### config.mk
export PLATFORM = sky130hd
export DESIGN_NAME = secs_alarm
export DESIGN_NICKNAME = d
export VERILOG_FILES = /design/src/rtl/alarm_pkg.sv /design/src/rtl/alarm_regs.sv /design/src/rtl/alarm_counter.sv /design/src/rtl/alarm_event.sv /design/src/rtl/secs_alarm.sv
export SDC_FILE = /design/constraint.sdc
export NUM_CORES = 1
export LEC_CHECK = 0
export CAP_MARGIN = 20
export CORE_UTILIZATION = 50
export DETAILED_ROUTE_END_ITERATION = 7
export PLACE_DENSITY = 0.91
export SKIP_LAST_GASP = 1
export SYNTH_ARGS = -nofsm -noshare
export SYNTH_HDL_FRONTEND = slang
export SYNTH_SLANG_ARGS = --single-unit
### constraint.sdc
create_clock -name clk -period 6.95 [get_ports clk]
set_input_delay 1.39 -clock clk [delete_from_list [all_inputs] [get_ports clk]]
set_output_delay 1.39 -clock clk [all_outputs]
set_load 0.02 [all_outputs]
### src/rtl/alarm_pkg.sv
package alarm_pkg;
  // Register byte offsets; software depends on these positions.
  localparam int OFS_COUNT = 'h20;
  localparam int OFS_RUN   = 'h28;
  localparam int OFS_IRQEN = 'h2C;
  localparam int OFS_FLAG  = 'h30;
  localparam int OFS_WAKE  = 'h50;

  typedef struct packed {
    logic run;
    logic irq_en;
    logic wake_en;
  } alarm_ctl_t;
endpackage

### src/rtl/alarm_regs.sv
module alarm_regs
  import alarm_pkg::*;
#(
  parameter int ADDR_W = 8,
  parameter int DATA_W = 32,
  parameter int CNT_W  = 32
) (
  input  logic              clk,
  input  logic              rst,
  input  logic              bus_wr,
  input  logic              bus_rd,
  input  logic [ADDR_W-1:0] bus_addr,
  input  logic [DATA_W-1:0] bus_wdata,
  input  logic [CNT_W-1:0]  cnt_val,
  input  logic              pend,
  output alarm_ctl_t        ctl,
  output logic              load_o,
  output logic [CNT_W-1:0]  load_val,
  output logic              clr_o,
  output logic [DATA_W-1:0] bus_rdata
);
  localparam logic [ADDR_W-1:0] A_COUNT = ADDR_W'(OFS_COUNT);
  localparam logic [ADDR_W-1:0] A_RUN   = ADDR_W'(OFS_RUN);
  localparam logic [ADDR_W-1:0] A_IRQEN = ADDR_W'(OFS_IRQEN);
  localparam logic [ADDR_W-1:0] A_FLAG  = ADDR_W'(OFS_FLAG);
  localparam logic [ADDR_W-1:0] A_WAKE  = ADDR_W'(OFS_WAKE);

  alarm_ctl_t        ctl_q;
  logic [DATA_W-1:0] rd_mux;

  assign ctl      = ctl_q;
  assign load_o   = bus_wr && (bus_addr == A_COUNT);
  assign load_val = bus_wdata[CNT_W-1:0];
  assign clr_o    = bus_wr && (bus_addr == A_FLAG) && bus_wdata[0];

  always_ff @(posedge clk) begin
    if (rst) begin
      ctl_q <= '0;
    end else if (bus_wr) begin
      if (bus_addr == A_RUN)   ctl_q.run     <= bus_wdata[0];
      if (bus_addr == A_IRQEN) ctl_q.irq_en  <= bus_wdata[0];
      if (bus_addr == A_WAKE)  ctl_q.wake_en <= bus_wdata[0];
    end
  end

  always_comb begin
    rd_mux = '0;
    case (bus_addr)
      A_COUNT: rd_mux = DATA_W'(cnt_val);
      A_RUN:   rd_mux = DATA_W'(ctl_q.run);
      A_IRQEN: rd_mux = DATA_W'(ctl_q.irq_en);
      A_FLAG:  rd_mux = DATA_W'(pend);
      A_WAKE:  rd_mux = DATA_W'(ctl_q.wake_en);
      default: rd_mux = '0;
    endcase
  end

  always_ff @(posedge clk) begin
    if (rst)         bus_rdata <= '0;
    else if (bus_rd) bus_rdata <= rd_mux;
  end
endmodule

### src/rtl/alarm_counter.sv
module alarm_counter #(
  parameter int CNT_W = 32
) (
  input  logic             clk,
  input  logic             rst,
  input  logic             run,
  input  logic             tick,
  input  logic             load,
  input  logic [CNT_W-1:0] load_val,
  output logic [CNT_W-1:0] cnt_o,
  output logic             expire_o
);
  localparam logic [CNT_W-1:0] ONE = CNT_W'(1);

  logic [CNT_W-1:0] cnt_q;
  logic             step;

  assign step     = run && tick && !load && (cnt_q != '0);
  assign expire_o = step && (cnt_q == ONE);
  assign cnt_o    = cnt_q;

  always_ff @(posedge clk) begin
    if (rst)       cnt_q <= '0;
    else if (load) cnt_q <= load_val;
    else if (step) cnt_q <= cnt_q - ONE;
  end
endmodule

### src/rtl/alarm_event.sv
module alarm_event (
  input  logic clk,
  input  logic rst,
  input  logic expire,
  input  logic clr,
  input  logic irq_en,
  input  logic wake_en,
  output logic pend_o,
  output logic irq_o,
  output logic wake_o
);
  logic pend_q;

  assign pend_o = pend_q;

  always_ff @(posedge clk) begin
    if (rst) begin
      pend_q <= 1'b0;
      irq_o  <= 1'b0;
      wake_o <= 1'b0;
    end else begin
      // A new expiry outranks a clearing write on the same clock.
      if (expire)   pend_q <= 1'b1;
      else if (clr) pend_q <= 1'b0;
      irq_o  <= pend_q && irq_en;
      wake_o <= pend_q && wake_en;
    end
  end
endmodule

### src/rtl/secs_alarm.sv
module secs_alarm
  import alarm_pkg::*;
#(
  parameter int ADDR_W = 8,
  parameter int DATA_W = 32,
  parameter int CNT_W  = 32
) (
  input  logic              clk,
  input  logic              rst,
  input  logic              bus_wr,
  input  logic              bus_rd,
  input  logic [ADDR_W-1:0] bus_addr,
  input  logic [DATA_W-1:0] bus_wdata,
  output logic [DATA_W-1:0] bus_rdata,
  input  logic              tick_i,
  output logic              irq_o,
  output logic              wake_o
);
  alarm_ctl_t       ctl;
  logic             run_en, irq_en, wake_en;
  logic             load, clr, expire, pend;
  logic [CNT_W-1:0] load_val, cnt;

  assign run_en  = ctl.run;
  assign irq_en  = ctl.irq_en;
  assign wake_en = ctl.wake_en;

  alarm_regs #(.ADDR_W(ADDR_W), .DATA_W(DATA_W), .CNT_W(CNT_W)) u_regs (
    .clk(clk), .rst(rst), .bus_wr(bus_wr), .bus_rd(bus_rd),
    .bus_addr(bus_addr), .bus_wdata(bus_wdata), .cnt_val(cnt), .pend(pend),
    .ctl(ctl), .load_o(load), .load_val(load_val), .clr_o(clr),
    .bus_rdata(bus_rdata)
  );

  alarm_counter #(.CNT_W(CNT_W)) u_cnt (
    .clk(clk), .rst(rst), .run(run_en), .tick(tick_i), .load(load),
    .load_val(load_val), .cnt_o(cnt), .expire_o(expire)
  );

  alarm_event u_evt (
    .clk(clk), .rst(rst), .expire(expire), .clr(clr), .irq_en(irq_en),
    .wake_en(wake_en), .pend_o(pend), .irq_o(irq_o), .wake_o(wake_o)
  );
endmodule

[Word level (Yosys, flattened, before mapping)]
Cells that the tools add are included.
Cells by class
  add/subtract/negate cells: 1
  $mul: 0
  divide/modulo/power cells: 0
  magnitude comparators: 0
  equality and inequality tests: 6
  shift operators: 0
  muxes and demuxes: 5
  bitwise logic cells: 0
  reduce and logical (&&, ||, !) cells: 16
Operator list (count)
  32-bit case mux with 5 select lines: 1
  32-bit 2-to-1 mux: 2
  32-bit by 1-bit == test with 1-bit output (second input constant): 1
  8-bit by 6-bit == test with 1-bit output (second input constant): 4
  32-bit nonzero test: 1
  32-bit by 1-bit subtractor with 32-bit output (second input constant): 1
  1-bit logical AND: 9
  8-bit by 7-bit == test with 1-bit output (second input constant): 1
  2-bit AND reduction: 3
  2-bit nonzero test: 2
  1-bit 2-to-1 mux: 2
  1-bit zero test: 1
Storage, ports and cells
  register bits: 70
  latch bits: 0
  memory bits (writable): 0
  memory bits (read-only): 0
  output and inout port bits: 34
  logic and storage cells: 36
  memories kept: 0

[Logic depth before layout (Yosys ltp)]
  depth after elaboration: 7
  gate-level depth with buffers: 9

[Hierarchy]
From an unflattened synthesis, not the netlist that was laid out.
Second synthesis, totals
  cell total of the unflattened synthesis: 475
  area, all modules: 4000.1 um^2
Modules (own cells, without submodules)
  alarm_counter: instances 1, cells each 265, area each 2157.1 um^2, sequential area each 640.6 um^2
  alarm_regs: instances 1, cells each 202, area each 1746.7 um^2, sequential area each 700.7 um^2
  alarm_event: instances 1, cells each 8, area each 96.3 um^2, sequential area each 60.1 um^2

[Worst setup path after synthesis]
No wires, ideal clock.
  path type: input port to flip-flop
  start: input port tick_i
  end: register u_cnt.cnt_q[9] (netlist: u_cnt.cnt_o[9])
  library setup time: 0.088 ns
  arrival time: 2.771 ns
  slack: 4.091 ns
  cell stages on the path: 5
  path buffers: 1
  path through: and2_0 > o31ai_4 > buf_6 > or4_2 > a311oi_2
On the way
  cells in the longest elaborated chain, start to end: 4
Ends and longest elaborated chain
  start, declared: line secs_alarm.sv:15  | input logic tick_i,
  1-bit logical AND (3 in a row): line alarm_counter.sv:18  | assign step = run && tick && !load && (cnt_q != '0);
  2-bit nonzero test (no line)
  end signal, assigned: line alarm_counter.sv:24  | else if (load) cnt_q <= load_val;
  end signal, assigned: line alarm_counter.sv:25  | else if (step) cnt_q <= cnt_q - ONE;
  end, declared: line alarm_counter.sv:15  | logic [CNT_W-1:0] cnt_q;
No other way between the ends.
A chain may end at the register's enable or synchronous reset.

[Worst setup path in the final report]
  start: input port bus_addr[2]
  end: register u_cnt.cnt_q[2] (netlist: u_cnt.cnt_o[2])
On the way
  cells in the longest elaborated chain, start to end: 6
  elaborated cells on any way between the ends: 7
  classes of those cells: eq/ne (1); mux (1); reduce/logical (5)
Ends and longest elaborated chain
  start, declared: line secs_alarm.sv:12  | input logic [ADDR_W-1:0] bus_addr,
  8-bit by 6-bit == test with 1-bit output *: line alarm_regs.sv:32  | assign load_o = bus_wr && (bus_addr == A_COUNT);
  1-bit logical AND *: line alarm_regs.sv:32
  1-bit zero test: line alarm_counter.sv:18
  1-bit logical AND (2 in a row): line alarm_counter.sv:18
  2-bit nonzero test (no line)
Every way passes the cells marked *; elsewhere a longest branch is shown, timed or not.

==> flow_summary.toml <==
[status]
outcome = "completed"

[yosys]
yosysMostFrequentCell = "dfxtp_1"
synth_edf_count = 0
synth-xor-area-share_pct = 1.00
synthFlopType = "dfxtp_1"
synth_area_um2 = 3500
synthSimpleGateAreaFrac_pct = 30.8
synth-compound-area-share_pct = 21.6
yosys_warnings = 0
yosysTopAreaCell = "dfxtp_1"
synth_common_cells = "70 x dfxtp_1, 55 x nor2_1, 36 x a21oi_1"
synth_fa_ha_area_share_pct = 0.714
syn-num-nets = 468
synth-seq-area-share_pct = 40.0
synth_top_family_by_area = "simple AND/OR/NAND/NOR gates"
ys_top_cells_by_area = "dfxtp_1 40%, nor2_1 5.9%, nor2b_1 5.7%"
synth.ff_latch_count = 70
avgSynthCellArea_um2 = 8.32
synth_top_area_share_pct = 40.0
synth_mux_area_share_pct = 1.71
ys_types = 52
syn_inst = 421
synthArstFlopShare_pct = 0

[clocking]
cts_setup_buffers = 0
cts_tree = "done"
h-tree-depth = 3
cts_buffers = 9
cts-root-buf = "clkbuf_8"
clk_latency_ns = 0.34
clk_path_buf_depth = 2
ctsResizeCount = 0
ctsHoldBuffers = 0
clk_pin_slew_worst_paths_ns = 0.07
clock_sinks = 70

[place]
pre_cts_ws_ns = 2.76
dp_hpwl_um = 5980
gp_congestion = 0.850
port_buffers = 78

[floorplanning]
start_util_pct = 51.6
die_w_um = 85.7
ioPinCount = 79
core_um2 = 6790
die_area_um2 = 7350
fp-row-count = 30
die_h_um = 85.7

[sta]
slew_headroom_pct = 34.2
rsz0062_at_grt = "no"
fin_crit_ns = 3.85
tns_ns = 0
max_freq_mhz = 260
slew_violations = 0
finalClockSkew_ns = 0.00629
finalSetupViolations = 0
final_min_period_over_clock_period_pct = 55.3
layout_setup_ws_ns = 3.10
worstMarginPinSlew_ns = 0.983
hold_viol_final = 0

[critical_path]
slowest_delay_ns = 0.83
crit_path_cell_trace = "clkdlybuf4s50_1 -> nor3_1 -> nand4_1 -> buf_4 -> and4_1 -> nor4_1"
cp_slowest_cell = "nand4_1"
required_ns = 7.20
reg2reg_slack_ns = 4.12
start_kind = "primary input"
path_max_fanout = 34
endpoint_kind = "register"
worstPathArrival_ns = 4.10
path_class = "primary input to register"

[flow_run]
maxCapViolCount = 0

[grt]
antenna_found_initial = 0
grt_max_degree = 50
overflow = 0
grt_util_met1_pct = 34.5
grt_pass1_wl_um = 14900
grt_pass1_vias = 3114
grt.busiest_layer = "met2"
use_met3_pct = 3.85
track_usage_pct = 25.1
grtUsageMet2_pct = 40.1

[route]
vias_per_cell = 5.92
vias = 3484
drt_pass1_iterations = 4
wl_per_cell_um = 15.2
drt.antenna.violating_nets = 0
totalWireLength_um = 8980
drc_errors = 0
drt_iter0_drc = 313

[layout]
final_core_util_pct = 66.3
drive_gt1_share_pct = 7.51
final_nets = 537
syn_to_final_growth_pct = 28.5
n_antenna_cell = 0

[hold_path]
hp-class = "register to register"

[power_and_ir_drop]
leakage_nw = 1.60
irDropWorstVdd_uv = 111
power.density_nw_per_um2 = 173
==> registers in the layout (all words and copies together) (netlist names) <==
signal	count
u_regs.ctl	3
u_evt.pend_o	1
u_regs.bus_rdata	32
u_evt.wake_o	1
u_evt.irq_o	1
u_cnt.cnt_o	32
==> cell usage in the layout, fill, tap and decap left out, types with 11 or more instances in the layout <==
cell type,instances
dfxtp_1,70
nor2_1,55
o21ai_0,26
a21oi_1,36
nand2_1,17
nor2b_1,32
nor3_1,21
clkbuf_8,11
a31oi_1,11
clkdlybuf4s50_1,77
or3_1,11
==> metrics by stage <==
stage                     power [mW]  instances  cell area [um2]  hold slack [ns]
after floorplan                0.431        421             3500            0.459
after global placement         0.464        575             4310            0.470
after detailed placement       0.465        575             4310            0.482
after CTS                      0.783        589             4500            0.491
after global routing           0.810        589             4500            0.530
final                          0.781        589             4500            0.484
==> area by class of cell <==
cell class | instances | area (um2)
Timing Repair Buffer | 82 | 806
Tap cell | 96 | 120
Fill cell | 564 | 2290
Inverter | 6 | 22.5
Multi-Input combinational cell | 321 | 1960
Clock buffer | 13 | 159
Clock inverter | 1 | 30.0
Sequential cell | 70 | 1400
==> power by group <==
part           switching (mW)  internal [mW]  total (mW)
logic                  0.0261         0.0277      0.0538
registers            0.000830          0.402       0.402
clock network           0.143          0.182       0.325
total                   0.170          0.611       0.781
==> routing by layer <==
| layer | share of wire, % | vias up | wire length [um] |
|---|---|---|---|
| met1 | 46 | 1646 | 4110 |
| met2 | 47 | 133 | 4180 |
| met3 | 6.2 | 11 | 558 |
| met4 | 1.4 | 0 | 128 |
| met5 | 0 | - | 0 |
| li1 | - | 1694 | - |
==> cell families after synthesis <==
logic type                 Yosys count
DFF                                 70
adders and majority gates            2
AOI/OAI and AO/OA                  114
and+or+nand+nor                    195
xor gates and xnor gates             4
muxes                                6
buffers and inverters               30
==> worst max-delay path: cells and delay by family <==
kind,cells,cell delay [ns]
simple gates,4,1.62
buf+inv,2,1.07
==> worst paths after layout <==
path,startpoint,to,depth (start not counted)
max,bus_addr[2],u_cnt.cnt_o[2],6
min,u_regs.bus_rdata[0],u_regs.bus_rdata[0],2
min reg2reg,u_regs.bus_rdata[0],u_regs.bus_rdata[0],2
max reg2reg,u_cnt.cnt_o[27],u_cnt.cnt_o[9],5
(Power assumes the default switching activity.)
